`src/rtl/sysctl_pkg.sv`:
```
package sysctl_pkg;
  localparam int CODE_W  = 5;
  localparam int RADDR_W = 5;

  localparam logic [RADDR_W-1:0] REG_STATUS = 5'd12;
  localparam logic [RADDR_W-1:0] REG_CAUSE  = 5'd13;
  localparam logic [RADDR_W-1:0] REG_EPC    = 5'd14;

  localparam logic [CODE_W-1:0] CODE_IRQ = 5'd0;
  localparam logic [CODE_W-1:0] CODE_OVF = 5'd12;

  // Status field positions
  localparam int ST_IE      = 0;
  localparam int ST_UM      = 1;
  localparam int ST_MASK_LO = 8;
  localparam int ST_MASK_HI = 15;

  // Cause field positions
  localparam int CA_CODE_LO = 2;
  localparam int CA_CODE_HI = CA_CODE_LO + CODE_W - 1;
  localparam int CA_PEND_LO = 10;
  localparam int CA_PEND_HI = 15;

  typedef enum logic [1:0] {
    EV_NONE = 2'd0,
    EV_TRAP = 2'd1,
    EV_IRQ  = 2'd2,
    EV_ERET = 2'd3
  } event_e;
endpackage

```
`src/rtl/sysctl_arb.sv`:
```
module sysctl_arb
  import sysctl_pkg::*;
#(
  parameter int NIRQ = 6
) (
  input  logic            trap_req,
  input  logic            eret_req,
  input  logic            ie,
  input  logic            um,
  input  logic [NIRQ-1:0] pend,
  input  logic [NIRQ-1:0] en_mask,
  output event_e          ev
);
  logic irq_ok;

  assign irq_ok = ie && um && ((pend & en_mask) != '0);

  // Fixed priority: trap, then interrupt, then exception return.
  always_comb begin
    if (trap_req)      ev = EV_TRAP;
    else if (irq_ok)   ev = EV_IRQ;
    else if (eret_req) ev = EV_ERET;
    else               ev = EV_NONE;
  end
endmodule

```
`src/rtl/sysctl_status.sv`:
```
module sysctl_status
  import sysctl_pkg::*;
#(
  parameter int MASK_W = 8
) (
  input  logic              clk,
  input  logic              rst,
  input  logic              wr_en,
  input  logic              wd_ie,
  input  logic              wd_um,
  input  logic [MASK_W-1:0] wd_mask,
  input  event_e            ev,
  output logic              ie,
  output logic              um,
  output logic [MASK_W-1:0] mask
);
  always_ff @(posedge clk) begin
    if (rst) begin
      ie   <= 1'b0;
      um   <= 1'b0;
      mask <= '0;
    end else begin
      if (wr_en) begin
        ie   <= wd_ie;
        mask <= wd_mask;
        um   <= wd_um;
      end
      // Events own the mode bit over a concurrent write.
      case (ev)
        EV_TRAP, EV_IRQ: um <= 1'b0;
        EV_ERET:         um <= 1'b1;
        default: ;
      endcase
    end
  end
endmodule

```
`src/rtl/sysctl_cause.sv`:
```
module sysctl_cause
  import sysctl_pkg::*;
#(
  parameter int NIRQ = 6
) (
  input  logic              clk,
  input  logic              rst,
  input  logic              wr_en,
  input  logic [CODE_W-1:0] wd_code,
  input  logic [CODE_W-1:0] trap_code,
  input  logic [NIRQ-1:0]   irq_lines,
  input  event_e            ev,
  output logic [NIRQ-1:0]   pend,
  output logic [CODE_W-1:0] code
);
  always_ff @(posedge clk) begin
    if (rst) begin
      pend <= '0;
      code <= '0;
    end else begin
      pend <= irq_lines;
      case (ev)
        EV_TRAP: code <= trap_code;
        EV_IRQ:  code <= CODE_IRQ;
        default: if (wr_en) code <= wd_code;
      endcase
    end
  end
endmodule

```
`src/rtl/sysctl_epc.sv`:
```
module sysctl_epc #(
  parameter int XLEN = 32
) (
  input  logic            clk,
  input  logic            rst,
  input  logic            wr_en,
  input  logic [XLEN-1:0] wd,
  input  logic            capture,
  input  logic [XLEN-1:0] pc_in,
  output logic [XLEN-1:0] epc
);
  always_ff @(posedge clk) begin
    if (rst)          epc <= '0;
    else if (capture) epc <= pc_in;
    else if (wr_en)   epc <= wd;
  end
endmodule

```
`src/rtl/sysctl_cop.sv`:
```
module sysctl_cop
  import sysctl_pkg::*;
#(
  parameter int              XLEN        = 32,
  parameter logic [XLEN-1:0] VECTOR_ADDR = 32'h8000_0080
) (
  input  logic               clk,
  input  logic               rst,
  input  logic               trap_req,
  input  logic [CODE_W-1:0]  trap_code,
  input  logic [XLEN-1:0]    pc_in,
  input  logic [CA_PEND_HI-CA_PEND_LO:0] irq_lines,
  input  logic               eret_req,
  input  logic               acc_wr,
  input  logic [RADDR_W-1:0] acc_addr,
  input  logic [XLEN-1:0]    acc_wdata,
  output logic [XLEN-1:0]    acc_rdata,
  output logic               redirect_valid,
  output logic [XLEN-1:0]    redirect_pc,
  output logic               kernel_mode
);
  localparam int MASK_W = ST_MASK_HI - ST_MASK_LO + 1;
  localparam int NIRQ   = CA_PEND_HI - CA_PEND_LO + 1;
  localparam int IRQ_MASK_LO = CA_PEND_LO - ST_MASK_LO;

  logic              st_ie;
  logic              st_um;
  logic [MASK_W-1:0] st_mask;
  logic [NIRQ-1:0]   ca_pend;
  logic [CODE_W-1:0] ca_code;
  logic [XLEN-1:0]   epc_q;
  logic [NIRQ-1:0]   irq_mask;
  event_e            ev;
  logic              wr_st, wr_ca, wr_epc, take_exc;
  logic [XLEN-1:0]   rd_status, rd_cause, rd_mux;

  assign wr_st    = acc_wr && (acc_addr == REG_STATUS);
  assign wr_ca    = acc_wr && (acc_addr == REG_CAUSE);
  assign wr_epc   = acc_wr && (acc_addr == REG_EPC);
  assign irq_mask = st_mask[MASK_W-1:IRQ_MASK_LO];
  assign take_exc = (ev == EV_TRAP) || (ev == EV_IRQ);

  sysctl_arb #(.NIRQ(NIRQ)) u_arb (
    .trap_req (trap_req),
    .eret_req (eret_req),
    .ie       (st_ie),
    .um       (st_um),
    .pend     (ca_pend),
    .en_mask  (irq_mask),
    .ev       (ev)
  );

  sysctl_status #(.MASK_W(MASK_W)) u_status (
    .clk     (clk),
    .rst     (rst),
    .wr_en   (wr_st),
    .wd_ie   (acc_wdata[ST_IE]),
    .wd_um   (acc_wdata[ST_UM]),
    .wd_mask (acc_wdata[ST_MASK_HI:ST_MASK_LO]),
    .ev      (ev),
    .ie      (st_ie),
    .um      (st_um),
    .mask    (st_mask)
  );

  sysctl_cause #(.NIRQ(NIRQ)) u_cause (
    .clk       (clk),
    .rst       (rst),
    .wr_en     (wr_ca),
    .wd_code   (acc_wdata[CA_CODE_HI:CA_CODE_LO]),
    .trap_code (trap_code),
    .irq_lines (irq_lines),
    .ev        (ev),
    .pend      (ca_pend),
    .code      (ca_code)
  );

  sysctl_epc #(.XLEN(XLEN)) u_epc (
    .clk     (clk),
    .rst     (rst),
    .wr_en   (wr_epc),
    .wd      (acc_wdata),
    .capture (take_exc),
    .pc_in   (pc_in),
    .epc     (epc_q)
  );

  always_comb begin
    rd_status = '0;
    rd_status[ST_IE] = st_ie;
    rd_status[ST_UM] = st_um;
    rd_status[ST_MASK_HI:ST_MASK_LO] = st_mask;
    rd_cause = '0;
    rd_cause[CA_CODE_HI:CA_CODE_LO] = ca_code;
    rd_cause[CA_PEND_HI:CA_PEND_LO] = ca_pend;
    case (acc_addr)
      REG_STATUS: rd_mux = rd_status;
      REG_CAUSE:  rd_mux = rd_cause;
      REG_EPC:    rd_mux = epc_q;
      default:    rd_mux = '0;
    endcase
  end

  always_ff @(posedge clk) begin
    if (rst) begin
      acc_rdata      <= '0;
      redirect_valid <= 1'b0;
      redirect_pc    <= '0;
    end else begin
      acc_rdata <= rd_mux;
      case (ev)
        EV_TRAP, EV_IRQ: begin
          redirect_valid <= 1'b1;
          redirect_pc    <= VECTOR_ADDR;
        end
        EV_ERET: begin
          redirect_valid <= 1'b1;
          redirect_pc    <= epc_q;
        end
        default: redirect_valid <= 1'b0;
      endcase
    end
  end

  assign kernel_mode = ~st_um;
endmodule

```
`config.mk`:
```
export PLATFORM = sky130hd
export DESIGN_NAME = sysctl_cop
export DESIGN_NICKNAME = d
export VERILOG_FILES = /design/src/rtl/sysctl_pkg.sv /design/src/rtl/sysctl_arb.sv /design/src/rtl/sysctl_status.sv /design/src/rtl/sysctl_cause.sv /design/src/rtl/sysctl_epc.sv /design/src/rtl/sysctl_cop.sv
export SDC_FILE = /design/constraint.sdc
export NUM_CORES = 1
export LEC_CHECK = 0
export CAP_MARGIN = 20
export CELL_PAD_IN_SITES_DETAIL_PLACEMENT = 0
export CELL_PAD_IN_SITES_GLOBAL_PLACEMENT = 1
export CORE_MARGIN = 2
export CORE_UTILIZATION = 31
export CTS_CLUSTER_DIAMETER = 80
export DETAILED_ROUTE_END_ITERATION = 10
export GPL_TIMING_DRIVEN = 0
export PLACE_DENSITY = 0.76
export SLEW_MARGIN = 15
export SYNTH_ARGS = -nofsm -noshare
export SYNTH_HDL_FRONTEND = slang
export SYNTH_SLANG_ARGS = --single-unit
```
`constraint.sdc`:
```
create_clock -name clk -period 2.6 [get_ports clk]
set_input_delay 0.52 -clock clk [delete_from_list [all_inputs] [get_ports clk]]
set_output_delay 0.52 -clock clk [all_outputs]
set_load 0.03 [all_outputs]
```
; ---- Word-level counts from Yosys, hierarchy flattened
; Index checks and enable logic that the tools add are counted.
[word_totals]
mem_bits_ro = 0
ram_bits = 0
latchBits = 0
wordCells = 42
mem_count = 0
register_bits = 118
in_bits = 85
output_inout_bits = 66
[classes]
div = 0
shifts = 0
n_reduce_logical = 13
n_lt_le_gt_ge = 0
n_mul = 0
bitwise_logic = 2
n_mux = 12
eq_ne = 6
n_addsub = 0
[op_table]
columns = cell, n
row1 = one-hot mux 32 bit (3 select lines), 1
row2 = 2-to-1 mux 32 bit, 2
row3 = one-hot mux 32 bit (2 select lines), 1
row4 = equality test 5 x 4 -> 1 bit (second input constant), 3
row5 = one-hot mux 5 bit (2 select lines), 1
row6 = bitwise AND 6 bit, 1
row7 = 2-to-1 mux 2 bit, 3
row8 = nonzero test 3 bit, 2
row9 = nonzero test 6 bit, 1
row10 = logical AND 1 bit, 5
row11 = 2-to-1 mux 5 bit, 1
row12 = equality test 2 bit (second input constant), 2
row13 = nonzero test 2 bit, 2
row14 = OR reduction 3 bit, 1
row15 = equality test 2 x 1 -> 1 bit (second input constant), 1
row16 = 2-to-1 mux 1 bit, 2
row17 = one-hot mux 1 bit (2 select lines), 1
row18 = OR reduction 2 bit, 1
row19 = logical OR 1 bit, 1
row20 = NOT 1 bit, 1

; ---- Depth between registers and ports, before layout
; Gate-level depths: netlist of the first run.
[logic_depth]
ltp_word = 8
mapped_depth = 10
ltp_nobuf = 8

; ---- By module
; From an unflattened synthesis of the first run, not the netlist that was laid out.
[unflattened]
hier_cells = 424
area_unflattened_um2 = 4611.9
[by_module_without_submodules]
columns = module, seq_area_each_um2, area_per_inst_um2, n_inst, cells_each
row1 = sysctl_cop, 1301.2, 2207.1, 1, 191
row2 = sysctl_epc, 640.6, 1510.2, 1, 142
row3 = sysctl_cause, 220.2, 445.4, 1, 45
row4 = sysctl_status, 200.2, 397.9, 1, 38
row5 = sysctl_arb, 0.0, 51.3, 1, 8

; ---- Least setup slack after synthesis of the first run
; OpenSTA, ideal clock, no wires.
[synth_timing]
kind = in2reg
from = input port eret_req
to = register u_epc.epc[5]
slack_ns = 0.067
path_stages = 10
setup_time_ns = 0.086
required_time_ns = 2.514
n_path_buf = 4
t_arrival_ns = 2.447
cell_sequence = buf_2 > buf_1 > inv_1 > o21bai_1 > ha_1 > inv_1 > clkbuf_1 > clkbuf_1 > nor2_1 > a211oi_1
[synth_via]
elab_chain_len = 6
elab_cells_between_ends = 8
classes_between = eq/ne (2) / mux (4) / reduce/logical (2)
[synth_rtl]
columns = item, line_no
row1 = "start, declared", sysctl_cop.sv:13  ; input logic eret_req,
row2 = 2-to-1 mux 2 bit (*), sysctl_arb.sv:22  ; else if (eret_req) ev = EV_ERET;
row3 = 2-to-1 mux 2 bit (*), sysctl_arb.sv:21  ; else if (irq_ok) ev = EV_IRQ;
row4 = 2-to-1 mux 2 bit (*), sysctl_arb.sv:20  ; if (trap_req) ev = EV_TRAP;
row5 = equality test 2 x 1 -> 1 bit or equality test 2 bit (tied branches), sysctl_cop.sv:41  ; assign take_exc = (ev == EV_TRAP) || (ev == EV_IRQ);
row6 = logical OR 1 bit (*), sysctl_cop.sv:41
row7 = 2-to-1 mux 32 bit or nonzero test 2 bit (tied branches), --
row8 = "end signal, assigned", sysctl_epc.sv:14  ; else if (capture) epc <= pc_in;
row9 = "end signal, assigned", sysctl_epc.sv:15  ; else if (wr_en) epc <= wd;
row10 = "end, declared", sysctl_epc.sv:10  ; output logic [XLEN-1:0] epc
; Every way passes the cells marked *; elsewhere a longest branch is shown, timed or not.
; A chain may end at the register's enable or synchronous reset.

; ---- Final worst setup path of the first run
[layout_timing]
from = input port trap_req
to = register u_epc.epc[0]
[layout_via]
elab_chain_len = 4
elab_cells_between_ends = 6
classes_between = eq/ne (2) / mux (2) / reduce/logical (2)
[layout_rtl]
columns = item, line_no
row1 = "start, declared", sysctl_cop.sv:9  ; input logic trap_req,
row2 = 2-to-1 mux 2 bit (*), sysctl_arb.sv:20
row3 = equality test 2 x 1 -> 1 bit or equality test 2 bit (tied branches), sysctl_cop.sv:41
row4 = logical OR 1 bit (*), sysctl_cop.sv:41
row5 = 2-to-1 mux 32 bit or nonzero test 2 bit (tied branches), --
; Marked as above.

==> results of run 1 <==
[worst max path at each step]
stage | start | end | slack (ns)
3_3_place_gp | eret_req | u_epc.epc[5]$_SDFFE_PP0P_ | -0.66
6_report | trap_req | u_epc.epc[0]$_SDFFE_PP0P_ | 0.23
4_1_cts | trap_req | u_epc.epc[0]$_SDFFE_PP0P_ | 0.09
5_1_grt | u_status.mask[5]$_SDFFE_PP0P_ | u_epc.epc[19]$_SDFFE_PP0P_ | 0.02
3_5_place_dp | eret_req | u_epc.epc[5]$_SDFFE_PP0P_ | -0.79
2_1_floorplan | eret_req | u_epc.epc[5]$_SDFFE_PP0P_ | 0.07
[placed cells by master, fill, tap and decap left out, types with 2 or more instances in the layout]
master	synthesis	layout
buf_6	2	2
nand2_1	2	2
nor2b_1	6	6
clkbuf_1	22	15
and2b_1	2	2
nor2_1	96	96
buf_2	2	2
clkbuf_16	0	17
and2_1	17	17
or3_1	3	3
inv_1	4	4
dfxtp_1	118	118
mux2i_1	89	89
clkinv_2	0	7
a22oi_1	8	8
clkbuf_8	0	3
clkdlybuf4s50_1	0	148
clkbuf_2	0	7
buf_12	3	3
bufinv_16	0	2
a211oi_1	38	38
buf_1	3	2
a21oi_1	13	13
[through the flow]
step | power [mW] | TNS (ns) | setup slack [ns] | utilization, %
after CTS | 4.78 | 0 | 0.0931 | 47.4
after global routing | 4.93 | 0 | 0.0189 | 47.5
after detailed placement | 2.51 | -22.93 | -0.792 | 43.4
after floorplan | 2.24 | 0 | 0.0672 | -
final | 4.74 | 0 | 0.229 | 47.5
after global placement | 2.50 | -19.50 | -0.655 | 43.4
[registers in the layout (all words and copies together) (netlist names)]
register and count:
u_status.um 1, u_status.ie 1, u_status.mask 8, u_epc.epc 32
u_cause.pend 6, u_cause.code 5, redirect_pc 32, acc_rdata 32
redirect_valid 1
[power by group]
part | total [mW] | switching, mW | internal [mW]
clock | 2.27 | 0.796 | 1.47
sequential | 1.95 | 0.0543 | 1.89
combinational | 0.522 | 0.261 | 0.261
total | 4.74 | 1.11 | 3.63
[logic make-up (layout without fill, tap and decap cells)]
family                   Yosys count  after routing
adder cells (fa/ha/maj)            1              1
AND/OR/NAND/NOR                  132            132
multiplexers                      89             89
AO/OA/AOI/OAI                     62             62
buffers and inverters             37            215
flip-flops                       118            118
[per-layer routing]
| metal | part of all wire, % | vias to the layer above | routed length (um) |
|---|---|---|---|
| met5 | 0 | - | 0 |
| met4 | 2.1 | 0 | 282 |
| met3 | 6.4 | 17 | 875 |
| met2 | 46 | 132 | 6290 |
| met1 | 46 | 1763 | 6290 |
| li1 | - | 1850 | - |
[what timing repair did]
item / in CTS / in global routing
resized for setup: 8 / 4
cloned: 0 / 0
setup buffers: 0 / 0
setup endpoints to repair: 37 / 26
[cell type report]
class	count	area [sq um]
Buffer	31	199
Clock inverter	10	103
Sequential cell	118	2360
Clock buffer	22	474
Fill cell	1340	7550
Multi-Input combinational cell	284	1950
Tap cell	184	230
Inverter	4	15.0
Timing Repair Buffer	148	1480
[critical path, stage by stage]
cell             delay [ns]
clkdlybuf4s50_1        0.65
o21bai_1               0.29
ha_1                   0.31
inv_1                  0.07
clkbuf_2               0.22
clkbuf_2               0.31
nor2_1                 0.08
a211oi_1               0.23
[synthesized netlist by cell type]
master / count
dfxtp_1: 118
nor2_1: 96
mux2i_1: 89
a211oi_1: 38
clkbuf_1: 22
and2_1: 17
a21oi_1: 13
a22oi_1: 8
nor2b_1: 6
inv_1: 4
buf_1: 3
buf_12: 3
or3_1: 3
and2b_1: 2
buf_2: 2
buf_6: 2
nand2_1: 2
a31oi_1: 1
buf_4: 1
ha_1: 1
nand4b_4: 1
nor2b_2: 1
nor3_1: 1
nor3b_2: 1
nor4bb_1: 1
o21bai_1: 1
o31a_1: 1
or2_2: 1
==> flow_summary.yaml, run 1 <==
synth:
  synth-simple-area-share_pct: 13.5
  yosysUniqueCellTypes: 28
  synth_compound_area_share_pct: 9.58
  synth-adder-area-share_pct: 0.277
  synth_top_cell_by_area: "dfxtp_1"
  synth_top_area_share_pct: 52.3
  yosysWarnings: 0
  syn_avg_cell_area_sq_um: 10.3
  syn-num-nets: 525
  synth_top_family_by_area: "multiplexers"
  synth_area_sq_um: 4520
  synth_cells: 439
  ys_ff_latch: 118
  muxShareOfSynthArea_pct: 19.7
  yosysSeqAreaShare_pct: 52.3
  yosys-top-cells-area: "dfxtp_1 (52%), mux2i_1 (20%), nor2_1 (8.0%)"
  synth-xor-area-share_pct: 0
worst_setup_path:
  timing.rr.start: "u_status.mask[6]$_SDFFE_PP0P_"
  cp_max_fo: 11
  cp.arrival_ns: 2.68
  crit_required_ns: 2.91
  regToRegEndpoint: "u_epc.epc[0]$_SDFFE_PP0P_"
  cp-start-kind: "primary input"
  setup.worst_path.class: "in -> reg"
  end_kind: "flip-flop"
  r2r_slack_ns: 0.29
  reg2reg_depth: 10
placement:
  place_inst: 771
  dp_hpwl_mm: 9.94
  io_buffers: 148
  placed_cell_area_sq_um: 6230
  gp_congestion: 0.838
sta:
  finalSetupViolations: 0
  finalMaxSlewViolations: 0
  rsz0062_at_grt: "false"
  finalHoldViolations: 0
  whs_ns: 0.486
  finalCritPeriodShare_pct: 91.2
  slew_headroom_pct: 41.7
  fin_crit_ns: 2.37
  clock.fmax_ghz: 0.422
  worstMarginPinSlew_ns: 0.874
  skew_ns: 0.0102
status:
  status: "finished, final reports clean"
global_route:
  grt.busiest_layer: "met2"
  grt_max_degree: 19
  antenna_found_initial: 0
  grtUsageMet2_pct: 28.6
  grt_pass1_vias: 4066
  track_usage_pct: 18.2
  use_met3_pct: 6.23
  grt_pass1_wl_mm: 21.8
  grt_overflow: 0
  grt_use_met1_pct: 23.1
cts:
  clock-root-buffer: "clkbuf_16"
  cts_buffer_depth: 2
  holdBufCountCts: 0
  worstSkewPairLatency_ns: 0.41
  cts_inserted_buffers: 17
  clk_pin_slew_ns: 0.05
  htreeDepth: 4
  numClockSinks: 118
  tritoncts: "built"
layout:
  final_area_sq_um: 6820
  stdcell_count: 801
  diodes: 0
  areaGrowthSynthToFinish_pct: 50.9
  drive_gt1_share_pct: 8.27
  nNetsFinal: 690
routing:
  wl_per_cell_um: 17.2
  ant_nets: 0
  wl_mm: 13.7
  drt_iter0_markers: 181
  drc: 0
  via_count: 3762
  dr.pass1.iters: 4
  vias_per_cell: 4.70
power:
  leakage_nw: 2.62
  ir_worst_vdd_v: 0.000400
  powerDensity_nw_per_um2: 695
worst_hold_path:
  hold_depth: 1
  hold_start: "u_epc.epc[21]$_SDFFE_PP0P_"
  min_path_type: "reg -> reg"
  whs_endpoint: "acc_rdata[21]$_SDFF_PP0_"
floorplan:
  dieArea_sq_um: 15600
  die_w_um: 125
  start_util_pct: 31.5
  core_area_sq_um: 14400
  dieHeight_um: 125
  io-pin-count: 151
  rows: 44
flow_run:
  drv_cap: 0
Power figures use the tool's default switching activity.
==> run 2: changes to the inputs <==
--- a/config.mk
+++ b/config.mk
@@ -8,13 +8,15 @@
 export CAP_MARGIN = 20
 export CELL_PAD_IN_SITES_DETAIL_PLACEMENT = 0
 export CELL_PAD_IN_SITES_GLOBAL_PLACEMENT = 1
+export CORE_ASPECT_RATIO = 0.6
 export CORE_MARGIN = 2
 export CORE_UTILIZATION = 31
 export CTS_CLUSTER_DIAMETER = 80
 export DETAILED_ROUTE_END_ITERATION = 10
 export GPL_TIMING_DRIVEN = 0
-export PLACE_DENSITY = 0.76
+export PLACE_DENSITY = 0.75
 export SLEW_MARGIN = 15
 export SYNTH_ARGS = -nofsm -noshare
 export SYNTH_HDL_FRONTEND = slang
+export SYNTH_HIERARCHICAL = 1
 export SYNTH_SLANG_ARGS = --single-unit
==> run 2 against run 1 <==
Cell count rose by 0.25%. Clock power increased by 7%. Critical path type is now reg -> reg. Total power is 3.0% higher. Routed wire length increased by 2.3%. Count of clock-buffer cells in the layout is 1 higher. Global-route usage shrank 0.15 points. Sequential share of layout area is 0.74 points lower. Fmax decreased by 1.7%. Clock skew decreased by 0.0010 ns.
==> flow_summary.yaml, run 2 <==
floorplan:
  dieHeight_um: 98.5
  die_w_um: 161
  core_area_sq_um: 14500
  dieArea_sq_um: 15900
  io-pin-count: 151
  start_util_pct: 31.8
  rows: 34
layout:
  drive_gt1_share_pct: 9.26
  final_common_cell: "clkdlybuf4s50_1"
  nNetsFinal: 683
  fill_cells: 1323
  diodes: 0
  reg_top3: "acc_rdata: 32 flops, redirect_pc: 32 flops, u_epc/epc: 32 flops"
  areaGrowthSynthToFinish_pct: 51.1
  stdcell_count: 803
  mostFrequentLayoutCells: "clkdlybuf4s50_1 (149), dfxtp_1 (118), nor2b_1 (47)"
  finish.utilization_pct: 48.0
cts:
  tritoncts: "built"
  htreeDepth: 4
  worstSkewPairLatency_ns: 0.40
  numClockSinks: 118
  clk_pin_slew_ns: 0.05
  cts_buffer_depth: 2
  clock-root-buffer: "clkbuf_16"
  postCtsSetupRepairBufs: 0
  cts_inserted_buffers: 17
synth:
  ys_ff_latch: 118
  syn-num-nets: 515
  synth_edf_count: 0
  yosysSeqAreaShare_pct: 51.2
  synth_common_cells: "dfxtp_1 (118), nor2b_1 (47), mux2i_1 (46)"
  synth_compound_area_share_pct: 16.1
  muxShareOfSynthArea_pct: 9.98
  synth_top_family_by_area: "compound AO/OA/AOI/OAI gates"
  synthFlopType: "dfxtp_1"
  synth-adder-area-share_pct: 1.63
  syn_avg_cell_area_sq_um: 10.9
  yosysUniqueCellTypes: 35
  synth-simple-area-share_pct: 15.5
  synth_top_cell_by_area: "dfxtp_1"
  synth.most_common_cell: "dfxtp_1"
  async_flop_share_pct: 0
  synth_area_sq_um: 4610
  yosys-top-cells-area: "dfxtp_1 (51%), mux2i_1 (10%), a211oi_1 (7.3%)"
  synth-xor-area-share_pct: 0
  synth_cells: 424
  synth_top_area_share_pct: 51.2
  yosysWarnings: 6
sta:
  setup_tns_ns: 0
  skew_ns: 0.00916
  finalCritPeriodShare_pct: 92.7
  finalHoldViolations: 0
  rsz0062_at_grt: "false"
  clock.fmax_ghz: 0.415
  worstMarginPinSlew_ns: 0.554
  whs_ns: 0.477
  slew_headroom_pct: 63.0
  finalMaxSlewViolations: 0
  finalSetupViolations: 0
  fin_crit_ns: 2.41
worst_setup_path:
  r2r_slack_ns: 0.19
  reg2reg_depth: 8
  cp_num_buf_inv: 3
  timing.rr.start: "u_status/mask[4]$_SDFFE_PP0P_"
  path_common_cell: "inv_1"
  crit_required_ns: 2.86
  cp_max_fo: 10
  regToRegEndpoint: "u_epc/epc[8]$_SDFFE_PP0P_"
  cp_top_family: "compound AO/OA/AOI/OAI gates"
  cp-start-kind: "flip-flop"
  cp.arrival_ns: 2.67
  path_cells: "a22oi_1 -> a31o_1 -> a21o_1 -> inv_1 -> ha_1 -> inv_1 -> clkbuf_1 -> a211oi_1"
  setup.worst_path.class: "reg -> reg"
  crit_slowest_cell: "ha_1"
  cpPeakStageDelay_ns: 0.40
  end_kind: "flip-flop"
global_route:
  grt_pass1_vias: 3936
  grt_max_degree: 17
  track_usage_pct: 18.0
  antenna_found_initial: 0
  grt_pass1_wl_mm: 21.8
  grt_overflow: 0
routing:
  drt_iter0_markers: 195
  wl_per_cell_um: 17.5
  drc: 0
  wl_met3_mm: 1.22
  highest_layer: "met4"
  wl_met2_mm: 5.55
  wl_mm: 14.1
  vias_per_cell: 4.85
  wl_met1_mm: 7.20
  ant_nets: 0
  via_count: 3895
  dr.pass1.iters: 5
placement:
  gp_congestion: 0.830
  io_buffers: 149
  dp_hpwl_mm: 10.5
  place_inst: 771
power:
  powerDensity_nw_per_um2: 701
  ir_worst_vdd_v: 0.000328
  leakage_nw: 2.58
worst_hold_path:
  min_path_type: "reg -> reg"
  hold_start: "redirect_pc[18]$_SDFFE_PP0P_"
  whs_endpoint: "redirect_pc[18]$_SDFFE_PP0P_"
  hold_depth: 1
flow_run:
  drv_cap: 0
status:
  status: "finished, final reports clean"
==> run 2: layout make-up <==
class	count	area (sq um)	area share [%]
sequential	118	2360	33.9
clock buffer	23	488	7.00
timing repair buffer	149	1490	21.4
tap	198	248	3.56
inverter	11	41.3	0.593
buffer	32	219	3.14
clock inverter	9	123	1.76
multi-input combinational	263	2000	28.6
==> run 2: cell families after synthesis <==
logic type	after synthesis
and+or+nand+nor	118
adders and majority gates	6
muxes	46
AOI/OAI and AO/OA	93
DFF	118
buffers and inverters	43
==> run 2: metal layers <==
metal  up-vias  GRT usage (%)
met2       146           24.8
met1      1854           25.7
met4         0           4.81
met3         8           7.58
li1       1887              -
met5         -              0
==> run 2: where the power goes <==
group	total (mW)	switching, mW	internal [mW]
clock network	2.42	0.822	1.60
logic	0.505	0.240	0.265
registers	1.95	0.0634	1.89
==> run 2: repair_timing <==
action / 4_1_cts / 5_1_grt
setup endpoints to repair: 0 / 30
hold buffers: 0 / 0
resized for setup: 0 / 5
==> run 2: how the worst max path moves through the flow <==
stage | to | startpoint | cells past startpoint | slack [ns]
after floorplan | u_epc/epc[0]$_SDFFE_PP0P_ | u_status/mask[5]$_SDFFE_PP0P_ | 8 | 0.64
after global placement | u_epc/epc[27]$_SDFFE_PP0P_ | eret_req | 8 | -0.27
after detailed placement | u_epc/epc[28]$_SDFFE_PP0P_ | eret_req | 8 | -0.33
after CTS | u_epc/epc[13]$_SDFFE_PP0P_ | u_status/um$_SDFFE_PP0P_ | 8 | 0.004
after global routing | u_epc/epc[4]$_SDFFE_PP0P_ | u_status/um$_SDFFE_PP0P_ | 8 | 0.02
final | u_epc/epc[8]$_SDFFE_PP0P_ | u_status/mask[4]$_SDFFE_PP0P_ | 8 | 0.19
==> run 2: through the flow <==
| stage | setup WS [ns] | power (mW) | cell area [sq um] |
|---|---|---|---|
| after floorplan | 0.636 | 2.23 | 4610 |
| after global placement | -0.272 | 2.48 | 6350 |
| after detailed placement | -0.325 | 2.49 | 6350 |
| after CTS | 0.00376 | 4.92 | 6960 |
| after global routing | 0.0243 | 5.05 | 6970 |
| final | 0.189 | 4.88 | 6970 |
